`config.mk`:
```
export PLATFORM = sky130hd
export DESIGN_NAME = cache_region_resolver
export DESIGN_NICKNAME = d
export VERILOG_FILES = /design/src/rtl/crr_pkg.sv /design/src/rtl/crr_cfg_regs.sv /design/src/rtl/crr_acr_match.sv /design/src/rtl/crr_ram_match.sv /design/src/rtl/crr_prio_pick.sv /design/src/rtl/cache_region_resolver.sv
export SDC_FILE = /design/constraint.sdc
export NUM_CORES = 1
export LEC_CHECK = 0
export ABC_AREA = 1
export BUFFER_PORTS_ARGS = -buffer_cell sky130_fd_sc_hd__buf_2
export CORE_ASPECT_RATIO = 1.1
export CORE_MARGIN = 4
export CORE_UTILIZATION = 30
export CTS_BUF_LIST = sky130_fd_sc_hd__clkbuf_8
export DETAILED_ROUTE_END_ITERATION = 12
export PLACE_DENSITY = 0.46
export SKIP_CTS_REPAIR_TIMING = 1
export SLEW_MARGIN = 0
export SYNTH_ARGS = -nofsm -noshare
export SYNTH_HDL_FRONTEND = slang
export SYNTH_SLANG_ARGS = --single-unit
```
`constraint.sdc`:
```
create_clock -name clk -period 1.8 [get_ports clk]
set_clock_uncertainty 0.05 [all_clocks]
set_input_delay 0.09 -clock clk [delete_from_list [all_inputs] [get_ports clk]]
set_output_delay 0.09 -clock clk [all_outputs]
set_load 0.05 [all_outputs]
```
`src/rtl/crr_pkg.sv`:
```
package crr_pkg;

    typedef enum logic [1:0] {
        CM_COPYBACK      = 2'b00,
        CM_WRTHRU        = 2'b01,
        CM_INH_PRECISE   = 2'b10,
        CM_INH_IMPRECISE = 2'b11
    } cmode_e;

    // access-control region fields, as laid out on the write port
    localparam int ACR_BASE_MSB = 31;
    localparam int ACR_MASK_MSB = 23;
    localparam int ACR_EN_BIT   = 15;
    localparam int FIELD_W      = 8;

    typedef struct packed {
        logic [FIELD_W-1:0] base;
        logic [FIELD_W-1:0] mask;
        logic               en;
        cmode_e             mode;
    } acr_t;

endpackage

```
`src/rtl/crr_cfg_regs.sv`:
```
module crr_cfg_regs
    import crr_pkg::*;
#(
    parameter int          ADDR_W        = 32,
    parameter int          RAM_LSB       = 16,
    parameter int          N_RAM         = 2,
    parameter int          N_ACR         = 4,
    parameter logic [1:0]  RST_DFLT_MODE = 2'b10,
    localparam int         RB_W          = ADDR_W - RAM_LSB,
    localparam int         SEL_W         = $clog2(N_RAM + N_ACR + 1)
) (
    input  logic              clk,
    input  logic              rst_n,
    input  logic              cfg_we,
    input  logic [SEL_W-1:0]  cfg_sel,
    input  logic [ADDR_W-1:0] cfg_wdata,
    output logic [RB_W-1:0]   ram_base [N_RAM],
    output logic              ram_en   [N_RAM],
    output acr_t              acr      [N_ACR],
    output cmode_e            dflt_mode
);

    localparam int DFLT_IDX = N_RAM + N_ACR;

    for (genvar i = 0; i < N_RAM; i++) begin : g_ram
        always_ff @(posedge clk) begin
            if (!rst_n) begin
                ram_base[i] <= '0;
                ram_en[i]   <= 1'b0;
            end else if (cfg_we && cfg_sel == SEL_W'(i)) begin
                ram_base[i] <= cfg_wdata[ADDR_W-1 -: RB_W];
                ram_en[i]   <= cfg_wdata[0];
            end
        end
    end

    for (genvar k = 0; k < N_ACR; k++) begin : g_acr
        always_ff @(posedge clk) begin
            if (!rst_n) begin
                acr[k] <= '{base: '0, mask: '0, en: 1'b0, mode: CM_COPYBACK};
            end else if (cfg_we && cfg_sel == SEL_W'(N_RAM + k)) begin
                acr[k].base <= cfg_wdata[ACR_BASE_MSB -: FIELD_W];
                acr[k].mask <= cfg_wdata[ACR_MASK_MSB -: FIELD_W];
                acr[k].en   <= cfg_wdata[ACR_EN_BIT];
                acr[k].mode <= cmode_e'(cfg_wdata[1:0]);
            end
        end
    end

    always_ff @(posedge clk) begin
        if (!rst_n) begin
            dflt_mode <= cmode_e'(RST_DFLT_MODE);
        end else if (cfg_we && cfg_sel == SEL_W'(DFLT_IDX)) begin
            dflt_mode <= cmode_e'(cfg_wdata[1:0]);
        end
    end

    logic unused_wdata;
    assign unused_wdata = ^cfg_wdata[ACR_EN_BIT-1:2];

endmodule

```
`src/rtl/crr_acr_match.sv`:
```
module crr_acr_match
    import crr_pkg::*;
(
    input  acr_t               region,
    input  logic [FIELD_W-1:0] addr_hi,
    output logic               hit
);

    logic [FIELD_W-1:0] diff;

    always_comb begin
        diff = (addr_hi ^ region.base) & ~region.mask;
        hit  = region.en && (diff == '0);
    end

endmodule

```
`src/rtl/crr_ram_match.sv`:
```
module crr_ram_match #(
    parameter int RB_W = 16
) (
    input  logic [RB_W-1:0] base,
    input  logic            en,
    input  logic [RB_W-1:0] addr_hi,
    output logic            hit
);

    always_comb begin
        hit = en && (addr_hi == base);
    end

endmodule

```
`src/rtl/crr_prio_pick.sv`:
```
module crr_prio_pick
    import crr_pkg::*;
#(
    parameter int  N_RAM = 2,
    parameter int  N_ACR = 4,
    localparam int SRC_W = $clog2(N_RAM + N_ACR + 1)
) (
    input  logic [N_RAM-1:0] ram_hit,
    input  logic [N_ACR-1:0] acr_hit,
    input  cmode_e           acr_mode [N_ACR],
    input  cmode_e           dflt_mode,
    input  logic             is_instr,
    output cmode_e           pick_mode,
    output logic             pick_ram,
    output logic [SRC_W-1:0] pick_src
);

    always_comb begin
        pick_mode = dflt_mode;
        pick_ram  = 1'b0;
        pick_src  = '0;
        // lowest index written last so it wins; even regions serve fetches
        for (int k = N_ACR - 1; k >= 0; k--) begin
            if (acr_hit[k] && (((k % 2) == 0) == is_instr)) begin
                pick_mode = acr_mode[k];
                pick_src  = SRC_W'(1 + N_RAM + k);
            end
        end
        for (int i = N_RAM - 1; i >= 0; i--) begin
            if (ram_hit[i]) begin
                pick_mode = CM_INH_PRECISE;
                pick_ram  = 1'b1;
                pick_src  = SRC_W'(1 + i);
            end
        end
    end

endmodule

```
`src/rtl/cache_region_resolver.sv`:
```
module cache_region_resolver
    import crr_pkg::*;
#(
    parameter int          ADDR_W        = 32,
    parameter int          RAM_LSB       = 16,
    parameter int          N_RAM         = 2,
    parameter int          N_ACR         = 4,
    parameter logic [1:0]  RST_DFLT_MODE = 2'b10,
    localparam int         RB_W          = ADDR_W - RAM_LSB,
    localparam int         SEL_W         = $clog2(N_RAM + N_ACR + 1),
    localparam int         SRC_W         = SEL_W
) (
    input  logic              clk,
    input  logic              rst_n,
    input  logic              cfg_we,
    input  logic [SEL_W-1:0]  cfg_sel,
    input  logic [ADDR_W-1:0] cfg_wdata,
    input  logic              acc_valid,
    input  logic [ADDR_W-1:0] acc_addr,
    input  logic              acc_instr,
    output logic              res_valid,
    output logic [1:0]        res_mode,
    output logic              res_inhibit,
    output logic              res_ram,
    output logic [SRC_W-1:0]  res_src
);

    logic [RB_W-1:0] ram_base [N_RAM];
    logic            ram_en   [N_RAM];
    acr_t            acr      [N_ACR];
    cmode_e          dflt_mode;
    cmode_e          acr_mode [N_ACR];
    logic [N_RAM-1:0] ram_hit;
    logic [N_ACR-1:0] acr_hit;
    cmode_e           pick_mode;
    logic             pick_ram;
    logic [SRC_W-1:0] pick_src;

    crr_cfg_regs #(
        .ADDR_W(ADDR_W), .RAM_LSB(RAM_LSB), .N_RAM(N_RAM),
        .N_ACR(N_ACR), .RST_DFLT_MODE(RST_DFLT_MODE)
    ) u_regs (
        .clk(clk), .rst_n(rst_n), .cfg_we(cfg_we), .cfg_sel(cfg_sel),
        .cfg_wdata(cfg_wdata), .ram_base(ram_base), .ram_en(ram_en),
        .acr(acr), .dflt_mode(dflt_mode)
    );

    for (genvar i = 0; i < N_RAM; i++) begin : g_ram_cmp
        crr_ram_match #(.RB_W(RB_W)) u_ram (
            .base(ram_base[i]), .en(ram_en[i]),
            .addr_hi(acc_addr[ADDR_W-1 -: RB_W]), .hit(ram_hit[i])
        );
    end

    for (genvar k = 0; k < N_ACR; k++) begin : g_acr_cmp
        crr_acr_match u_acr (
            .region(acr[k]), .addr_hi(acc_addr[ADDR_W-1 -: FIELD_W]),
            .hit(acr_hit[k])
        );
        assign acr_mode[k] = acr[k].mode;
    end

    crr_prio_pick #(.N_RAM(N_RAM), .N_ACR(N_ACR)) u_pick (
        .ram_hit(ram_hit), .acr_hit(acr_hit), .acr_mode(acr_mode),
        .dflt_mode(dflt_mode), .is_instr(acc_instr),
        .pick_mode(pick_mode), .pick_ram(pick_ram), .pick_src(pick_src)
    );

    always_ff @(posedge clk) begin
        if (!rst_n) begin
            res_valid   <= 1'b0;
            res_mode    <= 2'b00;
            res_inhibit <= 1'b0;
            res_ram     <= 1'b0;
            res_src     <= '0;
        end else begin
            res_valid <= acc_valid;
            if (acc_valid) begin
                res_mode    <= pick_mode;
                res_inhibit <= (pick_mode == CM_INH_PRECISE) ||
                               (pick_mode == CM_INH_IMPRECISE);
                res_ram     <= pick_ram;
                res_src     <= pick_src;
            end
        end
    end

    logic unused_addr;
    assign unused_addr = ^acc_addr[RAM_LSB-1:0];

endmodule

```
**Word level (Yosys, flattened, before mapping)**

Index checks and enable logic that the tools add are counted.

- Logic and storage cells: 86
- Register bits after elaboration: 120
- Output and inout port bits: 8
- Input port bits: 72

- Bitwise gates (word level): 13
- Eq/ne operators: 10
- Muxes and demuxes: 14
- Reductions and logical operators: 23

Operator list:

| kind | number |
|---|---|
| 8-bit AND | 4 |
| 16-bit == test | 2 |
| 8-bit logical NOT | 4 |
| 8-bit NOT | 4 |
| 8-bit bitwise XOR | 4 |
| 3-bit 2-to-1 mux | 6 |
| 1-bit logical AND | 17 |
| 2-bit 2-to-1 mux | 6 |
| 3-bit == test (second input constant) | 3 |
| 3-bit by 2-bit == test with 1-bit output (second input constant) | 2 |
| 2-bit == test (second input constant) | 2 |
| 3-bit by 1-bit == test with 1-bit output (second input constant) | 1 |
| 3-bit logical NOT | 1 |
| 1-bit 2-to-1 mux | 2 |
| 1-bit logical OR | 1 |
| 1-bit NOT | 1 |

**Longest topological paths before layout**

Gate-level depths: netlist of run 1.

- Word-level depth: 13
- Mapped depth: 14

**Hierarchy**

From an unflattened synthesis of run 1, not the netlist that was laid out.

- Cell total of the unflattened synthesis: 1,018
- Area, all modules: 6,267.3 um2

By module, submodules not included:

| module | cells an instance | area each (um2) | times used |
|---|---|---|---|
| crr_cfg_regs | 639 | 4,471.8 | 1 |
| crr_acr_match | 45 | 192.7 | 4 |
| crr_ram_match | 63 | 275.3 | 2 |
| cache_region_resolver | 32 | 261.5 | 1 |
| crr_prio_pick | 41 | 212.7 | 1 |

**Least setup slack after synthesis of run 1**

OpenSTA, ideal clock, no wires.

- Path type: reg-to-reg
- Start point: register, netlist name u_regs.acr[14]
- End point: register res_inhibit
- Buffers on the path: 0
- Period minus slack after synthesis: 1.299 ns
- Cell stages (with the launch flop): 12
- Data arrival time: 1.131 ns
- Setup slack: 0.501 ns
- Data required time: 1.632 ns
- Path through: dfxtp_1 or2_0 nand2_1 nand2_1 nor2_2 nand3_2 nand2_1 nand3_1 nand2_1 nand2_1 nand2_1 a21oi_1

- Word-level cells in the longest chain between the ends: 13
- Elaborated cells between the ends (all ways): 14

RTL lines:

| item | RTL line | source |
|---|---|---|
| 8-bit bitwise XOR (*) | crr_acr_match.sv:12 | `diff = (addr_hi ^ region.base) & ~region.mask;` |
| 8-bit AND (*) | crr_acr_match.sv:12 |  |
| 8-bit logical NOT (*) | crr_acr_match.sv:13 | `hit = region.en && (diff == '0);` |
| 1-bit logical AND (*) | crr_acr_match.sv:13 |  |
| 1-bit logical AND (*) | crr_prio_pick.sv:24 | `if (acr_hit[k] && (((k % 2) == 0) == is_instr)) begin` |
| 2-bit 2-to-1 mux (*) (4 in a row) | crr_prio_pick.sv:24 |  |
| 2-bit 2-to-1 mux (*) (2 in a row) | crr_prio_pick.sv:30 | `if (ram_hit[i]) begin` |
| 2-bit == test (on tied branches) | cache_region_resolver.sv:80, cache_region_resolver.sv:81 |  |
| 1-bit logical OR (*) | cache_region_resolver.sv:80 | `res_inhibit <= (pick_mode == CM_INH_PRECISE) \|\|` |
| end signal: assignment | cache_region_resolver.sv:80 |  |
| end: declaration | cache_region_resolver.sv:23 | `output logic res_inhibit,` |

Every way passes the cells marked *; elsewhere a longest branch is shown, timed or not.
A chain may end at the register's enable or synchronous reset.

**Final worst setup path of run 1**

- Start point: register u_regs.ram_base[12] (netlist bit)
- End point: register res_mode[1]

- Word-level cells in the longest chain between the ends: 4

RTL lines:

| item | RTL line | source |
|---|---|---|
| start: declaration | crr_cfg_regs.sv:17 | `output logic [RB_W-1:0] ram_base [N_RAM],` |
| start signal: indexed assignment | crr_cfg_regs.sv:31 | `ram_base[i] <= cfg_wdata[ADDR_W-1 -: RB_W];` |
| 16-bit == test | crr_ram_match.sv:11 | `hit = en && (addr_hi == base);` |
| 1-bit logical AND | crr_ram_match.sv:11 |  |
| 2-bit 2-to-1 mux (2 in a row) | crr_prio_pick.sv:30 |  |
| end signal: assignment | cache_region_resolver.sv:79 | `res_mode <= pick_mode;` |
| end: declaration | cache_region_resolver.sv:22 | `output logic [1:0] res_mode,` |

No other way between the ends.

==> flow_metrics.env, run 1 <==
export IMPL_outcome="completed"
export IMPL_ys_async_sr_fraction_pct=0
export IMPL_hp_class="input port to flop"
export IMPL_fin_nets=928
export IMPL_crit_path_end_kind="flop"
export IMPL_path_buf_inv=0
export IMPL_cts_tree="yes"
export IMPL_fp_row_count=51
export IMPL_h_tree_depth=4
export IMPL_die_w_um=136.6
export IMPL_seqCellArea_um2=2402
export IMPL_root_buffer="clkbuf_8"
export IMPL_worstMarginPinSlew_ns=0.8414
export IMPL_ys_warn_count=0
export IMPL_layout_setup_ws_ns=0.2416
export IMPL_crit_required_ns=2.14
export IMPL_syn_nets=864
export IMPL_synth_seq_cells=120
export IMPL_ctsLongestPathBuffers=2
export IMPL_multi_input_area_um2=2457
export IMPL_ys_flop_type="dfxtp_1"
export IMPL_critical_path_max_stage_delay_ns=0.32
export IMPL_start_util_pct=30.67
export IMPL_io_buffers=50
export IMPL_route_detailed_drc=0
export IMPL_pre_cts_slack_ns=0.1716
export IMPL_gp_congestion=0.7581
export IMPL_grt_max_degree=117
export IMPL_vdd_ir_drop_worst_v=0.0003816
export IMPL_grt_pass1_wl_mm=25.09
export IMPL_fin_crit_ns=1.558
export IMPL_io_pins=80
export IMPL_final_util_pct=37.02
export IMPL_hold_viol=0
export IMPL_grt_setup_unrepaired="no"
export IMPL_finalSetupTns_ns=0
export IMPL_syn_to_final_growth_pct=20.69
export IMPL_power_density_nw_per_um2=959.5
export IMPL_core_area_um2=17800
export IMPL_drv_slew=0
export IMPL_cts_made_buffers=17
export IMPL_syn_avg_cell_area_um2=6.894
export IMPL_layoutNonFillerInstCount=1107
export IMPL_synthCells=792
export IMPL_dp_hpwl_mm=10.76
export IMPL_ys_types=28
export IMPL_crit_family="simple AND/OR/NAND/NOR gates"
export IMPL_fp_dieH_um=149.5
export IMPL_clk_pin_slew_worst_paths_ns=0.07
export IMPL_relSlewSlack_pct=43.84
export IMPL_finalWirelength_mm=15.72
export IMPL_slowest_stage="dfxtp_1"
export IMPL_clock_latency_ns=0.45
export IMPL_p_leak_uw=0.002859
export IMPL_first_pass_iters=4
export IMPL_cp_common_cell="nand2_1"
export IMPL_grt_ovfl_total=0
export IMPL_crit_fanout=4
export IMPL_track_usage_pct=16.21
export IMPL_fillers=1906
export IMPL_max_freq_ghz=0.6417
export IMPL_crit_type="flop to flop"
export IMPL_dp_cells=1055
export IMPL_dieArea_um2=20430
export IMPL_ant_nets=0
export IMPL_min_period_over_period_pct=86.58
export IMPL_cp_start_kind="flop"
export IMPL_synth_edf_count=0
export IMPL_dr_total_vias=4949
export IMPL_antenna_cells=0
export IMPL_viasPerCell=4.471
export IMPL_dr_first_iter_drc_count=247
export IMPL_arrival_ns=1.90
export IMPL_synth_seq_area_share_pct=44.00
export IMPL_grt_antenna_before_repair=0
export IMPL_path_cells="xor2_1 -> nor2_1 -> nand2_1 -> nor2_1 -> nand3_2 -> nand2_1 -> nor2_1 -> nand2_1 -> nand2_1 -> a21oi_1"
export IMPL_whs_ns=0.03797
export IMPL_grt_pass1_vias=4698
export IMPL_drive_gt1_share_pct=13.92
export IMPL_post_drt_wl_per_cell_um=14.20
export IMPL_clkSinkCount=120
export IMPL_syn_area_um2=5460
export IMPL_drv_cap=0
export IMPL_setup_viol=0
flip-flops by register name, indices dropped and copies added (netlist names):
name              count
res_valid             1
u_regs.ram_base      32
u_regs.ram_en         2
res_mode              2
u_regs.acr           76
res_inhibit           1
res_ram               1
res_src               3
u_regs.dflt_mode      2
tightest hold or removal path, cell delays in order:
cell and delay (ns):
buf_2 0.11, nand2_1 0.08, nor2_1 0.09, nand2_1 0.06
nand3_1 0.06
kinds of logic (layout without fill, tap and decap cells):
kind of cell | Yosys count | in the layout | synth area share, %
and+or+nand+nor | 309 | 309 | 23.12
buffers and inverters | 142 | 219 | 11.09
DFF | 120 | 120 | 44.00
AOI/OAI and AO/OA | 206 | 206 | 19.39
xor gates and xnor gates | 15 | 15 | 2.406
worst paths after layout:
| check | slack, ns | end | from | cells past startpoint |
|---|---|---|---|---|
| setup / recovery | 0.24 | res_mode[1] | u_regs.ram_base[12] | 10 |
| hold / removal | 0.04 | u_regs.dflt_mode[1] | cfg_sel[2] | 5 |
| setup reg to reg | 0.24 | res_mode[1] | u_regs.ram_base[12] | 10 |
| hold reg to reg | 0.40 | u_regs.acr[43] | u_regs.acr[43] | 2 |
synth_stat cells (3+ instances only):
cell type / instances / share of area (%)
xnor2_1: 7 / 1.1
o21ai_0: 112 / 10
a21oi_2: 3 / 0.48
clkbuf_1: 29 / 2.0
dfxtp_1: 120 / 44
o22ai_1: 3 / 0.34
nand3_1: 22 / 2.0
inv_1: 89 / 6.1
clkinv_1: 4 / 0.27
o211ai_1: 4 / 0.55
nor2_1: 137 / 9.4
nand3_2: 3 / 0.55
nand4_1: 7 / 0.80
o21ai_1: 7 / 0.64
xor2_1: 8 / 1.3
nand2_1: 124 / 8.5
nor2_2: 7 / 0.80
inv_2: 11 / 0.76
buf_6: 5 / 1.0
nand3b_1: 3 / 0.41
a21oi_1: 76 / 7.0
nor3_1: 4 / 0.37
metal layers:
metal  part of all wire (%)  GRT usage [%]  vias to the layer above
met3                    3.4          3.564                       16
met4                    1.4          4.839                        0
met5                      0              0                        -
met1                     49          21.71                     2208
li1                       -              -                     2655
met2                     46          26.16                       70
area by class of cell:
class / count / share of cell area (%)
inverter: 106 / 6.114
tap: 238 / 4.519
multi-input combinational: 530 / 37.29
clock inverter: 12 / 2.981
clock buffer: 20 / 4.177
sequential: 120 / 36.45
timing repair buffer: 81 / 8.468
cell usage in the layout, fill, tap and decap left out, types with 4 or more instances in the layout:
cell / count
nor2_2: 7
inv_2: 11
nor3_1: 4
clkbuf_8: 20
xor2_1: 8
nor2_1: 137
a21oi_1: 76
nand4_1: 7
buf_4: 9
clkinv_1: 4
dfxtp_1: 120
o21ai_0: 112
nand3_1: 21
nand3_2: 4
buf_2: 50
xnor2_1: 7
o21ai_1: 7
nand2_1: 124
o211ai_1: 4
inv_1: 89
bufinv_16: 5
dlygate4sd3_1: 20
where the power goes:
group	switching [uW]	total [uW]	internal, uW
Clock	1150	2900	1750
Combinational	409	632	223
Sequential	42.1	2790	2750
Total	1600	6320	4720
through the flow:
step / area (um^2) / total power (uW)
after floorplan: 5460 / 3234
after global placement: 5913 / 3458
after detailed placement: 5913 / 3459
after CTS: 6385 / 6354
after global routing: 6590 / 6604
final: 6590 / 6323
No activity file was read; power rests on OpenSTA's default activity.
==> inputs of run 2 (changes only) <==
==> constraint.sdc (replaced) <==
create_clock -name clk -period 1.5 [get_ports clk]
set_clock_uncertainty 0.05 [all_clocks]
set_input_delay 0.075 -clock clk [delete_from_list [all_inputs] [get_ports clk]]
set_output_delay 0.075 -clock clk [all_outputs]
set_load 0.05 [all_outputs]
==> flow_metrics.env, run 2 (synthesis results as in run 1) <==
export IMPL_outcome="finished, violations left"
export IMPL_violations="hold timing"
export IMPL_start_util_pct=30.67
export IMPL_startpoint="u_regs.acr[50]"
export IMPL_layoutNonFillerInstCount=1132
export IMPL_p_leak_uw=0.002984
export IMPL_fp_dieH_um=149.5
export IMPL_worstRegToRegCells=13
export IMPL_setup_viol=0
export IMPL_top_register="u_regs.acr"
export IMPL_multi_input_area_um2=2569
export IMPL_final_common_cell="nor2_1"
export IMPL_fin_area_um2=6880
export IMPL_top_regs="u_regs.acr: 76 flops, u_regs.ram_base: 32 flops, res_src: 3 flops"
export IMPL_dieArea_um2=20430
export IMPL_crit_type="flop to flop"
export IMPL_drv_slew=0
export IMPL_worstMarginPinSlew_ns=0.4741
export IMPL_h_tree_depth=4
export IMPL_post_drt_wl_per_cell_um=14.43
export IMPL_met3_length_um=564
export IMPL_hp_class="input port to flop"
export IMPL_vdd_ir_drop_worst_v=0.0004680
export IMPL_track_usage_pct=16.63
export IMPL_grt_setup_unrepaired="yes"
export IMPL_clk_pin_slew_worst_paths_ns=0.08
export IMPL_dp_hpwl_mm=11.44
export IMPL_cts_tree="yes"
export IMPL_dr_first_iter_drc_count=325
export IMPL_crit_end="res_mode[1]"
export IMPL_met2_length_mm=7.640
export IMPL_fillers=1932
export IMPL_grt_pass1_vias=4727
export IMPL_first_pass_iters=5
export IMPL_clock_latency_ns=0.45
export IMPL_arrival_ns=1.82
export IMPL_crit_required_ns=1.84
export IMPL_power_density_nw_per_um2=1089
export IMPL_mostFrequentLayoutCells="nor2_1 (132), dfxtp_1 (118), nand2_1 (117)"
export IMPL_r2r_end="res_mode[1]"
export IMPL_antenna_cells=0
export IMPL_dp_cells=1079
export IMPL_grt_pass1_wl_mm=25.67
export IMPL_die_w_um=136.6
export IMPL_max_freq_ghz=0.6720
export IMPL_seqCellArea_um2=2405
export IMPL_fin_crit_ns=1.488
export IMPL_dr_total_vias=5033
export IMPL_ant_nets=0
export IMPL_crit_fanout=3
export IMPL_root_buffer="clkbuf_8"
export IMPL_largest_reg_flops=76
export IMPL_wl_met1_mm=7.903
export IMPL_viasPerCell=4.446
export IMPL_route_detailed_drc=0
export IMPL_hold_viol=4
export IMPL_reg2reg_from="u_regs.acr[50]"
export IMPL_whs_ns=-0.08662
export IMPL_fin_nets=953
export IMPL_drv_cap=0
export IMPL_grt_antenna_before_repair=0
export IMPL_ctsLongestPathBuffers=2
export IMPL_cp_start_kind="flop"
export IMPL_min_period_over_period_pct=99.20
export IMPL_crit_path_end_kind="flop"
export IMPL_clkSinkCount=120
export IMPL_relSlewSlack_pct=68.35
export IMPL_top_layer_used="met4"
export IMPL_cts_made_buffers=17
export IMPL_r2r_setup_slack_ns=0.01
export IMPL_gp_congestion=0.7316
export IMPL_grt_max_degree=97
export IMPL_io_buffers=50
export IMPL_grt_ovfl_total=0
export IMPL_syn_to_final_growth_pct=26.01
export IMPL_fp_row_count=51
export IMPL_drive_gt1_share_pct=19.02
export IMPL_core_area_um2=17800
export IMPL_finalWirelength_mm=16.34
export IMPL_placed_cell_area_um2=6106
export IMPL_io_pins=80
-- run 2: worst max-delay path, stage by stage, from the launching register on --
cell	delay (ns)
dfxtp_1	0.32
inv_1	0.10
nand2_1	0.06
nand3_1	0.06
nand2_1	0.08
nor2_2	0.14
nand3_2	0.11
nand2_2	0.09
inv_1	0.05
nand3_1	0.07
nand2_1	0.07
nand2_2	0.06
nand2_2	0.06
a21oi_2	0.10
-- run 2: final cells by class --
type                            count  area share, %
Sequential cell                   120          34.95
Inverter                          106          5.856
Tap cell                          238          4.328
Timing Repair Buffer              106          11.02
Multi-Input combinational cell    530          37.33
Clock inverter                     12          2.510
Clock buffer                       20          4.001
-- run 2: report_power, final --
| part | switching, uW | total (uW) | internal (uW) |
|---|---|---|---|
| clock | 1370 | 3310 | 1940 |
| sequential | 53.1 | 3350 | 3300 |
| combinational | 525 | 831 | 306 |
| total | 1950 | 7490 | 5540 |
-- run 2: worst min path at each step --
| stage | start | to | slack [ns] | cells past startpoint |
|---|---|---|---|---|
| after floorplan | acc_valid | res_valid | 0.12 | 2 |
| after global placement | cfg_wdata[1] | u_regs.dflt_mode[1] | 0.32 | 3 |
| after detailed placement | cfg_wdata[1] | u_regs.dflt_mode[1] | 0.32 | 3 |
| after CTS | acc_valid | res_valid | -0.17 | 3 |
| after global routing | acc_valid | res_inhibit | -0.09 | 3 |
| final | acc_valid | res_inhibit | -0.09 | 3 |
-- run 2: per-stage QoR --
stage	setup WS, ns	power (uW)	setup TNS, ns	util, %
floorplan	0.2012	3881	0	-
global placement	-0.09630	4198	-0.4253	34.30
detailed placement	-0.06732	4196	-0.2506	34.30
CTS	-0.09236	7514	-0.4091	36.81
global route	-0.1474	7824	-0.5436	38.65
finish	0.01200	7491	0	38.65
-- run 2: per-layer routing --
layer	GRT usage, %	vias up
met5	0	-
met4	5.393	0
met3	3.665	17
met2	26.36	63
met1	22.48	2249
li1	-	2704
==> inputs of run 3 (changes only) <==
--- a/config.mk
+++ b/config.mk
@@ -13,6 +13,8 @@
 export CTS_BUF_LIST = sky130_fd_sc_hd__clkbuf_8
 export DETAILED_ROUTE_END_ITERATION = 12
 export PLACE_DENSITY = 0.46
+export RECOVER_POWER = 50
+export SETUP_SLACK_MARGIN = 0.02
 export SKIP_CTS_REPAIR_TIMING = 1
 export SLEW_MARGIN = 0
 export SYNTH_ARGS = -nofsm -noshare
==> flow_metrics.env, run 3 (synthesis results as in run 1) <==
export IMPL_dr_first_iter_drc_count=289
export IMPL_clock_latency_ns=0.45
export IMPL_max_freq_ghz=0.6728
export IMPL_post_drt_wl_per_cell_um=14.37
export IMPL_arrival_ns=1.82
export IMPL_grt_antenna_before_repair=0
export IMPL_fp_dieH_um=149.5
export IMPL_violations="hold timing"
export IMPL_hp_class="input port to flop"
export IMPL_crit_type="flop to flop"
export IMPL_grt_pass1_wl_mm=25.67
export IMPL_ant_nets=0
export IMPL_outcome="finished, violations left"
export IMPL_fin_crit_ns=1.486
export IMPL_fin_area_um2=6849
export IMPL_route_detailed_drc=0
export IMPL_dieArea_um2=20430
export IMPL_path_cells="inv_1 -> nand2_1 -> nand3_1 -> nand2_1 -> nor2_2 -> nand3_2 -> nand2_2 -> inv_1 -> nand3_1 -> nand2_1 -> nand2_2 -> nand2_2 -> a21oi_2"
export IMPL_syn_to_final_growth_pct=25.44
export IMPL_core_area_um2=17800
export IMPL_whs_ns=-0.08941
export IMPL_drive_gt1_share_pct=17.34
export IMPL_track_usage_pct=16.63
export IMPL_viasPerCell=4.447
export IMPL_root_buffer="clkbuf_8"
export IMPL_clkSinkCount=120
export IMPL_final_util_pct=38.47
export IMPL_grt_ovfl_total=0
export IMPL_path_buf_inv=2
export IMPL_critical_path_max_stage_delay_ns=0.32
export IMPL_final_common_cell="nor2_1"
export IMPL_cts_made_buffers=17
export IMPL_finalSetupTns_ns=0
export IMPL_clk_pin_slew_worst_paths_ns=0.07
export IMPL_slowest_stage="dfxtp_1"
export IMPL_min_period_over_period_pct=99.08
export IMPL_top_regs="u_regs.acr: 76 flops, u_regs.ram_base: 32 flops, res_src: 3 flops"
export IMPL_die_w_um=136.6
export IMPL_top_register="u_regs.acr"
export IMPL_worstMarginPinSlew_ns=0.8656
export IMPL_dr_total_vias=5034
export IMPL_largest_reg_flops=76
export IMPL_ctsLongestPathBuffers=2
export IMPL_fp_row_count=51
export IMPL_dp_hpwl_mm=11.44
export IMPL_mostFrequentLayoutCells="nor2_1 (133), dfxtp_1 (119), nand2_1 (117)"
export IMPL_fin_nets=953
export IMPL_h_tree_depth=4
export IMPL_placed_cell_area_um2=6106
export IMPL_crit_path_end_kind="flop"
export IMPL_vdd_ir_drop_worst_v=0.0004727
export IMPL_drv_cap=0
export IMPL_power_density_nw_per_um2=1092
export IMPL_gp_congestion=0.7316
export IMPL_hold_viol=4
export IMPL_grt_pass1_vias=4727
export IMPL_p_leak_uw=0.002953
export IMPL_start_util_pct=30.67
export IMPL_crit_family="simple AND/OR/NAND/NOR gates"
export IMPL_grt_setup_unrepaired="yes"
export IMPL_crit_required_ns=1.84
export IMPL_io_buffers=50
export IMPL_finalWirelength_mm=16.27
export IMPL_cts_tree="yes"
export IMPL_relSlewSlack_pct=42.23
export IMPL_first_pass_iters=5
export IMPL_antenna_cells=0
export IMPL_setup_viol=0
export IMPL_grt_max_degree=97
export IMPL_totalPowerFinal_uw=7479
export IMPL_cp_start_kind="flop"
export IMPL_io_pins=80
export IMPL_drv_slew=0
export IMPL_crit_fanout=3
run 3: changes by cell type in the layout (fill, tap and decap cells not counted), sizes merged:
cell    delta
clkbuf    +12
inv        -1
buf       -12
clkinv     +1
run 3: final timing paths:
kind	from	to	slack, ns	cells after the start
worst min register to register	u_regs.acr[40]	u_regs.acr[40]	0.41	2
worst min-delay path	acc_valid	res_inhibit	-0.09	3
worst max register to register	u_regs.acr[50]	res_mode[1]	0.01	13
worst max-delay path	u_regs.acr[50]	res_mode[1]	0.01	13
run 3: power breakdown:
group          switching, uW  internal [uW]  leakage, uW
Clock                   1370           1940     0.000225
Sequential              53.0           3300     0.000977
Combinational            523            300      0.00175
Total                   1940           5540      0.00295
run 3: per-stage QoR:
stage	worst slack, ns	std cells
6_report	0.01374	1132
5_1_grt	-0.1474	1132
4_1_cts	-0.09236	1111
3_5_place_dp	-0.06732	1079
3_3_place_gp	-0.09630	1079
2_1_floorplan	0.2012	792
run 3: layout make-up:
class	instances	area (um^2)
timing repair buffer	106	730.7
clock inverter	12	172.7
tap	238	297.8
fill	1938	10950
clock buffer	20	275.3
sequential	120	2404
multi-input combinational	530	2566
inverter	106	402.9
run 3: worst register-to-register path, stage by stage (launching register included):
cell	delay, ns
dfxtp_1	0.32
inv_1	0.11
nand2_1	0.06
nand3_1	0.06
nand2_1	0.08
nor2_2	0.14
nand3_2	0.11
nand2_2	0.09
inv_1	0.05
nand3_1	0.07
nand2_1	0.07
nand2_2	0.06
nand2_2	0.06
a21oi_2	0.10
run 3: layer usage:
metal  GRT usage [%]  wire length (um)  vias up
met5               0                 0        -
met1           22.48              7744     2234
met3           3.665               706       19
met4           5.393               256        0
li1                -                 -     2702
met2           26.36              7558       79
